==> config.mk <==
export PLATFORM = sky130hd
export DESIGN_NAME = subswap_gcd
export DESIGN_NICKNAME = d
export VERILOG_FILES = /design/src/rtl/gcd_pkg.sv /design/src/rtl/gcd_step_decide.sv /design/src/rtl/gcd_start_ctrl.sv /design/src/rtl/gcd_operand_regs.sv /design/src/rtl/subswap_gcd.sv
export SDC_FILE = /design/constraint.sdc
export NUM_CORES = 1
export LEC_CHECK = 0
export BUFFER_PORTS_ARGS = -buffer_cell sky130_fd_sc_hd__buf_2
export CAP_MARGIN = 30
export CELL_PAD_IN_SITES_DETAIL_PLACEMENT = 1
export CELL_PAD_IN_SITES_GLOBAL_PLACEMENT = 2
export CORE_MARGIN = 2
export CORE_UTILIZATION = 29
export CTS_CLUSTER_SIZE = 16
export DETAILED_ROUTE_END_ITERATION = 7
export PLACE_DENSITY = 0.84
export SETUP_SLACK_MARGIN = 0.15
export SLEW_MARGIN = 40
export SYNTH_ARGS = -nofsm -noshare
export SYNTH_HDL_FRONTEND = slang
export SYNTH_HIERARCHICAL = 1
export SYNTH_SLANG_ARGS = --single-unit
==> constraint.sdc <==
create_clock -name clk -period 3.6 [get_ports clk]
set_input_delay 0.54 -clock clk [delete_from_list [all_inputs] [get_ports clk]]
set_output_delay 0.54 -clock clk [all_outputs]
set_load 0.1 [all_outputs]
==> src/rtl/gcd_pkg.sv <==
package gcd_pkg;

  // Action taken by the step logic in one cycle.
  typedef enum logic [1:0] {
    ACT_HOLD = 2'd0,
    ACT_SUB  = 2'd1,
    ACT_SWAP = 2'd2
  } gcd_act_e;

endpackage

==> src/rtl/gcd_step_decide.sv <==
module gcd_step_decide
  import gcd_pkg::*;
#(
  parameter int W = 32
) (
  input  logic [W-1:0] x_q,
  input  logic [W-1:0] y_q,
  output gcd_act_e     act,
  output logic [W-1:0] diff
);

  logic x_geq_y;
  logic x_nz;

  always_comb begin
    x_geq_y = (x_q >= y_q);
    x_nz    = |x_q;
    diff    = x_q - y_q;
    if (!x_nz)        act = ACT_HOLD;
    else if (x_geq_y) act = ACT_SUB;
    else              act = ACT_SWAP;
  end

endmodule

==> src/rtl/gcd_start_ctrl.sv <==
module gcd_start_ctrl (
  input  logic clk,
  input  logic rst,
  input  logic start_i,
  input  logic busy_q,
  output logic load_en,
  output logic err_q
);

  assign load_en = start_i & ~busy_q;

  always_ff @(posedge clk) begin
    if (rst) err_q <= 1'b0;
    else     err_q <= start_i & busy_q;
  end

endmodule

==> src/rtl/gcd_operand_regs.sv <==
module gcd_operand_regs
  import gcd_pkg::*;
#(
  parameter int W = 32
) (
  input  logic         clk,
  input  logic         rst,
  input  logic         load_en,
  input  logic [W-1:0] opa_i,
  input  logic [W-1:0] opb_i,
  input  gcd_act_e     act,
  input  logic [W-1:0] diff,
  output logic [W-1:0] x_q,
  output logic [W-1:0] y_q,
  output logic         busy_q,
  output logic         ready_q
);

  logic [W-1:0] x_nx;
  logic [W-1:0] y_nx;

  always_comb begin
    x_nx = x_q;
    y_nx = y_q;
    if (load_en) begin
      // A zero second operand would never let x reach zero: remap it.
      if (opb_i == '0) begin
        x_nx = '0;
        y_nx = opa_i;
      end else begin
        x_nx = opa_i;
        y_nx = opb_i;
      end
    end else begin
      case (act)
        ACT_SUB:  x_nx = diff;
        ACT_SWAP: begin
          x_nx = y_q;
          y_nx = x_q;
        end
        default: ;
      endcase
    end
  end

  always_ff @(posedge clk) begin
    if (rst) begin
      x_q     <= '0;
      y_q     <= '0;
      busy_q  <= 1'b0;
      ready_q <= 1'b1;
    end else begin
      x_q     <= x_nx;
      y_q     <= y_nx;
      busy_q  <= |x_nx;
      ready_q <= ~|x_nx;
    end
  end

endmodule

==> src/rtl/subswap_gcd.sv <==
module subswap_gcd
  import gcd_pkg::*;
#(
  parameter int W = 32
) (
  input  logic         clk,
  input  logic         rst,
  input  logic         start_i,
  input  logic [W-1:0] opa_i,
  input  logic [W-1:0] opb_i,
  output logic         busy_o,
  output logic         ready_o,
  output logic [W-1:0] result_o,
  output logic         err_o
);

  logic         load_en;
  logic         busy_q;
  logic         ready_q;
  logic         err_q;
  logic [W-1:0] x_q;
  logic [W-1:0] y_q;
  logic [W-1:0] diff;
  gcd_act_e     act;

  gcd_start_ctrl u_ctrl (
    .clk     (clk),
    .rst     (rst),
    .start_i (start_i),
    .busy_q  (busy_q),
    .load_en (load_en),
    .err_q   (err_q)
  );

  gcd_step_decide #(.W(W)) u_decide (
    .x_q  (x_q),
    .y_q  (y_q),
    .act  (act),
    .diff (diff)
  );

  gcd_operand_regs #(.W(W)) u_regs (
    .clk     (clk),
    .rst     (rst),
    .load_en (load_en),
    .opa_i   (opa_i),
    .opb_i   (opb_i),
    .act     (act),
    .diff    (diff),
    .x_q     (x_q),
    .y_q     (y_q),
    .busy_q  (busy_q),
    .ready_q (ready_q)
  );

  assign busy_o   = busy_q;
  assign ready_o  = ready_q;
  assign result_o = y_q;
  assign err_o    = err_q;

endmodule

# Word-level counts from Yosys, hierarchy flattened
# Cells that the tools add are included.
# Widths: inputs -> output; s select.
[op_classes] add_sub_neg=1 bitwise=3 mux=8 eq_ne=2 reduce_logical=5 n_lt_le_gt_ge=1
[ops] cell="$mux 32" n=5
[ops] cell="$pmux 32 s2" n=1
[ops] cell="$reduce_or 32->1" n=2
[ops] cell="$ge 32x32->1" n=1
[ops] cell="$logic_not 32->1" n=1
[ops] cell="$sub 32x32->32" n=1
[ops] cell="$mux 2" n=2
[ops] cell="$and 1x1->1" n=2
[ops] cell="$eq 2x1->1 const B" n=1
[ops] cell="$eq 2x2->1 const B" n=1
[ops] cell="$reduce_bool 2->1" n=1
[ops] cell="$logic_not 1->1" n=1
[ops] cell="$not 1->1" n=1
[word_totals] out_inout_bits=35 register_bits=67 wordCells=25 input_bits=67

# Depth between registers and ports, before layout
# Gate-level depths: netlist (run 1).
[depth] word_depth=8 depth_mapped=19 ltp_nobuf=16

# Modules after synthesis
# Netlist (run 1), hierarchy kept.
[by_module_without_submodules] module="gcd_operand_regs" cells_per_inst=466 n_inst=1 area_per_inst_um2=3759.9 seq_area_each_um2=1321.3
[by_module_without_submodules] module="gcd_step_decide" cells_per_inst=316 n_inst=1 area_per_inst_um2=2075.7 seq_area_each_um2=0.0
[by_module_without_submodules] module="gcd_start_ctrl" cells_per_inst=3 n_inst=1 area_per_inst_um2=38.8 seq_area_each_um2=20.0

# Worst setup path before layout (run 1)
# Ideal clock, no wire load.
[synth_timing] path_kind="register to register" start="reg u_regs.y_q[11]" end="reg u_regs.busy_q" path_buffers=3 setup_time_ns=0.117 arrival_ns=4.301 t_required_ns=3.483 slack_ns=-0.818 path_stages_with_launch=18 period_less_slack_ns=4.418 cell_sequence="dfxtp_1 > inv_1 > ha_1 > buf_2 > and4_4 > nand2_1 > or4_1 > a31oi_1 > o31a_1 > inv_1 > ha_1 > buf_2 > clkbuf_1 > a221oi_1 > o22ai_1 > nor4_1 > nand4_1 > a32o_1"
[synth_via] elab_chain_len=7 word_cells_on_any_way=9 cone_classes="add/sub (1); order compare (1); eq/ne (2); mux (4); reduce/logical (1)"
[synth_lines] item="from (decl)" line_no="gcd_operand_regs.sv:14" rtl="output logic [W-1:0] y_q,"
[synth_lines] item="from (signal assigned)" line_no="gcd_operand_regs.sv:54" rtl="y_q <= y_nx;"
[synth_lines] item="$ge 32x32->1 *" line_no="gcd_step_decide.sv:16" rtl="x_geq_y = (x_q >= y_q);"
[synth_lines] item="$mux 2 *" line_no="gcd_step_decide.sv:20" rtl="else if (x_geq_y) act = ACT_SUB;"
[synth_lines] item="$mux 2 *" line_no="gcd_step_decide.sv:19" rtl="if (!x_nz) act = ACT_HOLD;"
[synth_lines] item="via act[0]" line_no="subswap_gcd.sv:24" rtl="gcd_act_e act;"
[synth_lines] item="$eq 2x2->1 or $eq 2x1->1 (tied branches)" line_no="gcd_operand_regs.sv:35" rtl="case (act)"
[synth_lines] item="$pmux 32 s2 *" line_no="gcd_operand_regs.sv:35"
[synth_lines] item="$mux 32 *" line_no="gcd_operand_regs.sv:25" rtl="if (load_en) begin"
[synth_lines] item="$reduce_or 32->1 *" line_no="gcd_operand_regs.sv:55" rtl="busy_q <= |x_nx;"
[synth_lines] item="to (signal assigned)" line_no="gcd_operand_regs.sv:55"
[synth_lines] item="to (decl)" line_no="gcd_operand_regs.sv:15" rtl="output logic busy_q,"
# Mark *: on every way through the listed nets, which the timed path passes. The rest lies on a longest branch.
# A chain may end at the register's enable or synchronous reset.

# Worst setup path after layout (run 1)
# Same ends and word-level chain as after synthesis.

==> results.tsv, run 1 <==
stage	metric	value	unit
outcome	status	finished with violations	
outcome	violations in the final reports	negative setup slack	
routing	ANT nets after route	0	
setup_path	startpoint types	register	
yosys	Seq/Total Area, Yosys	22.8	%
setup_path	Buffers & Inverters on Critical Path	5	
global_route	vias in the first global route	8129	
run	Max-Cap Viols	0	
layout	sequential cell area	1430	sq um
die	core region area	20000	sq um
layout	share of cells above drive strength 1	44.8	%
yosys	Syn Std Cell Area	5870	sq um
yosys	synth cell count leaders	71 x nand2_1, 70 x a211oi_1, 67 x dfxtp_1	
global_route	gr usage total	28.0	%
place	Cells after DPL	1305	
layout	number of fill cells	2475	
routing	Via density	5.99	
clock_tree	clock transition at the registers of the reported paths	60	ps
die	chip height	146	um
global_route	largest net degree at the start of global routing	85	
die	I/O pin cnt	102	
yosys	post-synthesis cell type count	65	
timing	Max Freq	251	MHz
yosys	top cells by area, synth	dfxtp_1 23%, a211oi_1 8.9%, ha_1 7.2%	
layout	Area Growth Syn to Fin	59.4	%
clock_tree	total CTS buffers	9	
setup_path	CP max FO	3	
routing	DRC	0	
setup_path	crit-path cells	inv_2, ha_4, buf_4, and2_1, a21boi_2, o31a_1, a31oi_4, o31a_1, buf_4, ha_2, buf_4, a22oi_1, o21ai_0, nor4_1, buf_4, nand4_1, a32o_1	
yosys	Post-synth EDFFs	0	
yosys	Synth area leader	dfxtp_1	
layout	non-filler instance count after layout	1347	
routing	initial drt markers	754	
clock_tree	CTS sink cnt	67	
timing	Max-slew headroom	52.6	%
setup_path	kind of critical path	register to register	
yosys	Cells after Synth	785	
timing	unrepaired setup endpoints after global routing	true	
die	DIE AREA	21400	sq um
die	Initial Util	29.3	%
timing	Max Slew Vio Count	0	
yosys	Synthesized Nets	887	
setup_path	CP top delay family	compound AO/OA/AOI/OAI gates	
timing	Setup WS post-layout	-384	ps
setup_path	CP startpoint	u_regs/y_q[11]$_SDFFE_PP0P_	
yosys	count leader, synth	nand2_1	
clock_tree	Worst-Skew Late Latency	350	ps
yosys	number of synthesized register bits	67	
timing	period utilization	111	%
yosys	Synth Area per Inst	7.48	sq um
global_route	first-pass GRT wire length	46.9	mm
yosys	ys async rst share	0	%
setup_path	most frequent CP cell	buf_4	
global_route	initial antenna violation count	0	
yosys	synth warn	6	
place	IO buf count	101	
setup_path	Reg2Reg Launch Point	u_regs/y_q[11]$_SDFFE_PP0P_	
routing	drt first pass iters	5	
setup_path	CP endpoint kind	register	
routing	Post-Route WL	33.3	mm
layout	final-stage net count	1174	
routing	Routed WL per cell	24.7	um
yosys	share of the synthesized area in the top cell type	22.8	%
layout	Multi-input gate area	4780	sq um
die	row count	52	
setup_path	CP required	3830	ps
global_route	gr ovfl total	0	
setup_path	max incr delay on CP	360	ps
place	Post-DP HPWL	21.3	mm
clock_tree	Post-CTS Hold Buffers	0	
timing	endpoints failing setup	2	
timing	Slew @ Worst Pin	711	ps
clock_tree	TritonCTS clock tree	done	
place	GPL Wtd Cong	0.912	
clock_tree	clk buf depth	2	
worst_hold_path	hold_sp	start_i	
yosys	ys flop type	dfxtp_1	
clock_tree	Clk Tree Root Cell	clkbuf_16	
routing	DR vias	8074	
timing	Hold Fails Final Rpt	0	
setup_path	CP arrival	4210	ps
timing	Final min period	3980	ps
clock_tree	# H-tree levels	3	
die	die width	146	um
setup_path	Crit-path slowest cell	o31a_1	
layout	diode count	0	
timing	Final Skew	10.5	ps
worst_hold_path	Tightest Hold Check Type	primary input to register	
-- metal layers --
layer / track usage [%] / share of wire, %
met1: 36.5 / 40
met2: 47.5 / 47
met3: 4.34 / 7.6
met4: 9.17 / 4.9
met5: 0 / 0
-- worst paths after layout --
check | to | slack (ps) | depth (start not counted)
setup reg to reg | u_regs/busy_q$_SDFF_PP0_ | -380 | 17
hold reg to reg | u_ctrl/err_q$_SDFF_PP0_ | 630 | 1
hold / removal | u_ctrl/err_q$_SDFF_PP0_ | 480 | 2
setup / recovery | u_regs/busy_q$_SDFF_PP0_ | -380 | 17
-- registers in the layout, summed over array words and instances (netlist names) --
| register | flops |
|---|---|
| u_regs/x_q | 32 |
| u_regs/y_q | 32 |
| u_ctrl/err_q | 1 |
| u_regs/busy_q | 1 |
| u_regs/ready_q | 1 |
-- worst reg2reg max path: stages (launching register included) --
cell and delay (ps):
dfxtp_4 340, inv_2 40, ha_4 240, buf_4 140, and2_1 140, a21boi_2 200
o31a_1 310, a31oi_4 150, o31a_1 360, buf_4 160, ha_2 240, buf_4 160
a22oi_1 250, o21ai_0 180, nor4_1 360, buf_4 190, nand4_1 130, a32o_1 290
-- repair_timing --
item	CTS	global route
gates cloned	0	0
gates resized for setup	61	65
setup buffers	19	7
endpoints found under the setup margin	51	16
pin swaps	23	25
-- stage by stage --
step / setup TNS [ps] / setup slack, ps / hold slack [ps] / cell area [sq um] / utilization [%]
floorplan: -114 / -114 / 635 / 6150 / -
global placement: -478 / -283 / 604 / 8240 / 41.1
detailed placement: -1580 / -439 / 603 / 8240 / 41.1
CTS: -82.7 / -82.7 / 469 / 9060 / 45.2
global route: -1010 / -487 / 496 / 9370 / 46.7
finish: -676 / -384 / 482 / 9370 / 46.7
-- cells by family (layout without fill, tap and decap cells) --
logic type | after synthesis | count (layout) | synth area share [%]
simple gates | 266 | 266 | 23.2
fa+ha+maj | 35 | 35 | 7.58
xor+xnor | 29 | 29 | 4.32
flops | 67 | 67 | 22.8
buf+inv | 100 | 392 | 7.28
compound gates | 288 | 288 | 34.8
-- cells in the final DEF, fill, tap and decap left out, drive strengths merged, types with 12 or more instances in the layout --
| cell type | n |
|---|---|
| a21oi | 63 |
| buf | 332 |
| o21ai | 34 |
| nand2 | 71 |
| nor2 | 55 |
| nor4 | 28 |
| nand4 | 12 |
| xnor2 | 18 |
| nor2b | 51 |
| nor3 | 12 |
| inv | 43 |
| ha | 34 |
| o32a | 16 |
| a211oi | 71 |
| a221oi | 18 |
| clkbuf | 13 |
| dfxtp | 67 |
-- layout make-up --
type / count / area share (%)
Clock buffer: 13 / 2.67
Clock inverter: 3 / 0.428
Inverter: 44 / 1.76
Multi-Input combinational cell: 618 / 51.0
Sequential cell: 67 / 15.2
Tap cell: 270 / 3.61
Timing Repair Buffer: 332 / 25.3
Power of run 1 is not shown: default switching activity piles up to over one toggle a cycle in this logic, so the estimate is an artifact.
==> run 2: changes to the inputs <==
--- a/config.mk
+++ b/config.mk
@@ -9,7 +9,6 @@
 export CAP_MARGIN = 30
 export CELL_PAD_IN_SITES_DETAIL_PLACEMENT = 1
 export CELL_PAD_IN_SITES_GLOBAL_PLACEMENT = 2
-export CORE_MARGIN = 2
 export CORE_UTILIZATION = 29
 export CTS_CLUSTER_SIZE = 16
 export DETAILED_ROUTE_END_ITERATION = 7
==> results.tsv, run 2 (same netlist as run 1, synthesis figures left out) <==
stage	metric	value	unit
global_route	gr usage total	30.0	%
global_route	first-pass GRT wire length	47.1	mm
timing	Slew @ Worst Pin	905	ps
routing	DR vias	8455	
layout	Area Growth Syn to Fin	60.8	%
die	chip height	144	um
layout	final-stage net count	1184	
die	Initial Util	29.9	%
global_route	gr ovfl total	0	
clock_tree	Worst-Skew Late Latency	350	ps
setup_path	CP required	3830	ps
place	post-place setup slack	-438	ps
routing	ANT nets after route	0	
routing	DRC	0	
timing	Max Slew Vio Count	0	
place	Post-DP HPWL	21.8	mm
place	GPL Wtd Cong	0.905	
routing	Routed WL per cell	26.0	um
timing	Hold Fails Final Rpt	0	
die	core region area	19700	sq um
die	I/O pin cnt	102	
worst_hold_path	Tightest Hold Check Type	primary input to register	
clock_tree	TritonCTS clock tree	done	
clock_tree	clk buf depth	2	
setup_path	Reg2Reg Depth	14	
routing	initial drt markers	837	
layout	most common cell after layout, fill and taps aside	buf_4	
die	DIE AREA	20800	sq um
die	die width	144	um
clock_tree	total CTS buffers	9	
setup_path	Reg2Reg Launch Point	u_regs/y_q[7]$_SDFFE_PP0P_	
die	row count	51	
setup_path	startpoint types	register	
global_route	largest net degree at the start of global routing	81	
layout	commonest cells after routing, fill and taps aside	232 x buf_4, 101 x buf_2, 70 x nand2_1	
timing	period utilization	110	%
layout	fin util	48.1	%
timing	unrepaired setup endpoints after global routing	true	
worst_hold_path	Hold Path Cell Cnt	2	
setup_path	CP endpoint kind	register	
outcome	status	finished with violations	
place	IO buf count	101	
timing	Final Skew	4.86	ps
layout	number of fill cells	2395	
setup_path	reg2reg setup slack	-360	ps
clock_tree	clock transition at the registers of the reported paths	60	ps
timing	Max Freq	253	MHz
clock_tree	Clk Tree Root Cell	clkbuf_16	
worst_hold_path	hold_sp	start_i	
outcome	violations in the final reports	negative setup slack	
setup_path	RR Endpoint	u_regs/busy_q$_SDFF_PP0_	
layout	Largest regs	u_regs/x_q (32), u_regs/y_q (32)	
timing	endpoints failing setup	2	
layout	diode count	0	
routing	drt first pass iters	6	
timing	Final min period	3960	ps
setup_path	CP max FO	6	
clock_tree	# H-tree levels	3	
worst_hold_path	Min-Delay Endpoint	u_ctrl/err_q$_SDFF_PP0_	
timing	Setup WS post-layout	-359	ps
layout	sequential cell area	1430	sq um
global_route	vias in the first global route	8199	
layout	share of cells above drive strength 1	45.0	%
global_route	initial antenna violation count	0	
setup_path	kind of critical path	register to register	
routing	Post-Route WL	35.1	mm
routing	Via density	6.25	
timing	WHS	474	ps
timing	setup total negative slack	-651	ps
timing	Max-slew headroom	39.7	%
clock_tree	CTS sink cnt	67	
clock_tree	Post-CTS Hold Buffers	0	
layout	Multi-input gate area	4810	sq um
setup_path	CP arrival	4190	ps
run	Max-Cap Viols	0	
run 2: cell count changes in the layout (fill, tap and decap cells not counted), sizes merged:
cell    delta
bufbuf     +1
buf        +9
run 2: critical path, cell delays in order (launching register included):
cell     delay [ps]
dfxtp_4         340
inv_1            40
ha_1            410
nand2_1         140
or4_4           560
a31oi_4         250
o31a_1          230
inv_2            60
ha_4            310
buf_4           180
nor2b_1         350
o22ai_1         210
nor4_2          320
nand4_1         190
a32o_1          240
run 2: final cells by class:
| cell class | instances | area share, % |
|---|---|---|
| inverter | 44 | 1.75 |
| timing repair buffer | 342 | 25.7 |
| clock inverter | 3 | 0.411 |
| multi-input combinational | 618 | 50.9 |
| tap | 265 | 3.51 |
| sequential | 67 | 15.1 |
| clock buffer | 13 | 2.65 |
run 2: worst max path at each step:
stage                                           start                        to  slack (ps)
after global routing      u_regs/y_q[21]$_SDFFE_PP0P_  u_regs/busy_q$_SDFF_PP0_        -390
after floorplan           u_regs/y_q[10]$_SDFFE_PP0P_  u_regs/busy_q$_SDFF_PP0_        -110
after CTS                    u_regs/x_q[0]$_SDFF_PP0_  u_regs/busy_q$_SDFF_PP0_        -110
final                      u_regs/y_q[7]$_SDFFE_PP0P_  u_regs/busy_q$_SDFF_PP0_        -360
after detailed placement     u_regs/x_q[0]$_SDFF_PP0_  u_regs/busy_q$_SDFF_PP0_        -440
after global placement     u_regs/y_q[4]$_SDFFE_PP0P_  u_regs/busy_q$_SDFF_PP0_        -180
run 2: timing repair:
| action | CTS | global route |
|---|---|---|
| gates resized for setup | 45 | 68 |
| pin swaps | 22 | 23 |
| gates cloned | 1 | 0 |
| endpoints found under the setup margin | 26 | 31 |
| setup buffers | 30 | 5 |
run 2: per-layer routing:
metal  GRT usage, %  vias to the layer above  wire, um  share of wire, %
li1               -                     3563         -                 -
met3           4.93                      171      3060               8.7
met5              0                        -         0                 0
met1           39.7                     4138     14400                41
met2           49.2                      583     16100                46
met4           10.1                        0      1600               4.5
run 2: metrics by stage:
stage	cell area, sq um	cells
floorplan	6150	785
global placement	8270	1300
detailed placement	8270	1300
CTS	9070	1347
global route	9450	1352
finish	9450	1352
Power of run 2 is left out for the same reason.
==> run 3: changes to the inputs <==
--- a/config.mk
+++ b/config.mk
@@ -9,8 +9,8 @@
 export CAP_MARGIN = 30
 export CELL_PAD_IN_SITES_DETAIL_PLACEMENT = 1
 export CELL_PAD_IN_SITES_GLOBAL_PLACEMENT = 2
-export CORE_UTILIZATION = 29
-export CTS_CLUSTER_SIZE = 16
+export CORE_UTILIZATION = 30
+export CTS_CLUSTER_SIZE = 10
 export DETAILED_ROUTE_END_ITERATION = 7
 export PLACE_DENSITY = 0.84
 export SETUP_SLACK_MARGIN = 0.15
==> constraint.sdc (replaced) <==
create_clock -name clk -period 4.8 [get_ports clk]
set_input_delay 0.72 -clock clk [delete_from_list [all_inputs] [get_ports clk]]
set_output_delay 0.72 -clock clk [all_outputs]
set_load 0.1 [all_outputs]
==> results.tsv, run 3 (same netlist as run 1, synthesis figures left out) <==
stage	metric	value	unit
outcome	status	completed	
clock_tree	total CTS buffers	9	
setup_path	CP arrival	4620	ps
place	Cells after DPL	1117	
global_route	met1 GRT Util	35.7	%
place	GPL Wtd Cong	0.903	
timing	Max-slew headroom	51.6	%
worst_hold_path	Tightest Hold Check Type	register to register	
die	Initial Util	31.0	%
layout	commonest cells after routing, fill and taps aside	100 x buf_2, 71 x nand2_1, 70 x a211oi_1	
clock_tree	TritonCTS clock tree	done	
global_route	initial antenna violation count	0	
timing	Final min period	4400	ps
global_route	global route hottest layer	met1	
layout	diode count	0	
global_route	largest net degree at the start of global routing	73	
timing	endpoints failing setup	0	
timing	unrepaired setup endpoints after global routing	false	
layout	most common cell after layout, fill and taps aside	buf_2	
setup_path	startpoint types	register	
die	chip height	142	um
die	die width	142	um
global_route	gr ovfl total	0	
routing	Routed WL per cell	20.7	um
clock_tree	Clk Tree Root Cell	clkbuf_16	
place	Post-DP HPWL	18.2	mm
layout	Area Growth Syn to Fin	19.0	%
layout	number of fill cells	2386	
routing	Via density	5.80	
setup_path	CP endpoint kind	register	
setup_path	CP max FO	24	
timing	Final Skew	6.20	ps
global_route	gr usage total	23.6	%
clock_tree	clock transition at the registers of the reported paths	60	ps
die	core region area	19000	sq um
global_route	first-pass GRT wire length	36.7	mm
clock_tree	Worst-Skew Late Latency	340	ps
timing	Max Slew Vio Count	0	
routing	drt first pass iters	5	
routing	DRC	0	
layout	Largest regs	u_regs/x_q (32), u_regs/y_q (32)	
clock_tree	# H-tree levels	3	
global_route	vias in the first global route	6408	
layout	Design Area, Final	6990	sq um
timing	Setup WS post-layout	399	ps
timing	period utilization	91.7	%
place	Placed Area	6670	sq um
place	post-place setup slack	399	ps
routing	DR vias	6572	
layout	non-filler instance count after layout	1133	
setup_path	CP required	5020	ps
global_route	met3 GRT Util	2.29	%
die	DIE AREA	20100	sq um
clock_tree	postcts setup bufs	0	
timing	Slew @ Worst Pin	726	ps
routing	Post-Route WL	23.5	mm
global_route	met2 Track Usage GR	35.6	%
layout	share of cells above drive strength 1	18.0	%
timing	setup total negative slack	0	ps
timing	Max Freq	227	MHz
place	IO buf count	101	
die	I/O pin cnt	102	
clock_tree	CTS sink cnt	67	
layout	final-stage net count	970	
run	Max-Cap Viols	0	
routing	ANT nets after route	0	
timing	Hold Fails Final Rpt	0	
die	row count	50	
clock_tree	clk buf depth	2	
setup_path	kind of critical path	register to register	
routing	initial drt markers	602	
[run 3: what timing repair did]
action | CTS | global route
endpoints found under the setup margin | 0 | 1
resized for setup | 0 | 2
hold buffers | 0 | 0
[run 3: worst paths after layout]
kind / start / to / slack, ps / depth (start not counted)
worst max-delay path: u_regs/x_q[0]$_SDFF_PP0_ / u_regs/busy_q$_SDFF_PP0_ / 400 / 17
worst min-delay path: u_regs/busy_q$_SDFF_PP0_ / u_ctrl/err_q$_SDFF_PP0_ / 600 / 1
worst min register to register: u_regs/busy_q$_SDFF_PP0_ / u_ctrl/err_q$_SDFF_PP0_ / 600 / 1
worst max register to register: u_regs/x_q[0]$_SDFF_PP0_ / u_regs/busy_q$_SDFF_PP0_ / 400 / 17
[run 3: critical path, stage by stage, from the launching register on]
cell and delay (ps):
dfxtp_1 370, inv_1 60, ha_1 220, fa_1 420, nor2b_1 200, o21bai_1 160
a21oi_1 330, o21bai_1 130, a31oi_1 230, o31a_1 210, inv_1 80, ha_4 340
buf_4 200, a221oi_1 370, o22ai_1 130, nor4_1 420, nand4_1 180, a32o_1 250
[run 3: routing by layer]
metal / vias to the layer above / wire length, um
met3: 19 / 1150
met1: 3232 / 11900
met4: 0 / 216
met5: - / 0
met2: 205 / 10200
li1: 3116 / -
[run 3: metrics by stage]
stage / utilization (%) / hold slack (ps)
5_1_grt: 36.9 / 603
4_1_cts: 36.7 / 594
3_3_place_gp: 35.2 / 599
6_report: 36.9 / 597
3_5_place_dp: 35.2 / 585
2_1_floorplan: - / 637
[run 3: final cells by class]
class                   count  area (sq um)  share of cell area [%]
flip-flops and latches     67          1340                    19.2
repair buffers            128           723                    10.3
well taps                 260           325                    4.65
inverters                  44           165                    2.36
clock buffers              11           243                    3.47
multi-input cells         618          4140                    59.2
clock inverters             5          52.6                   0.752
Power of run 3 is left out for the same reason.
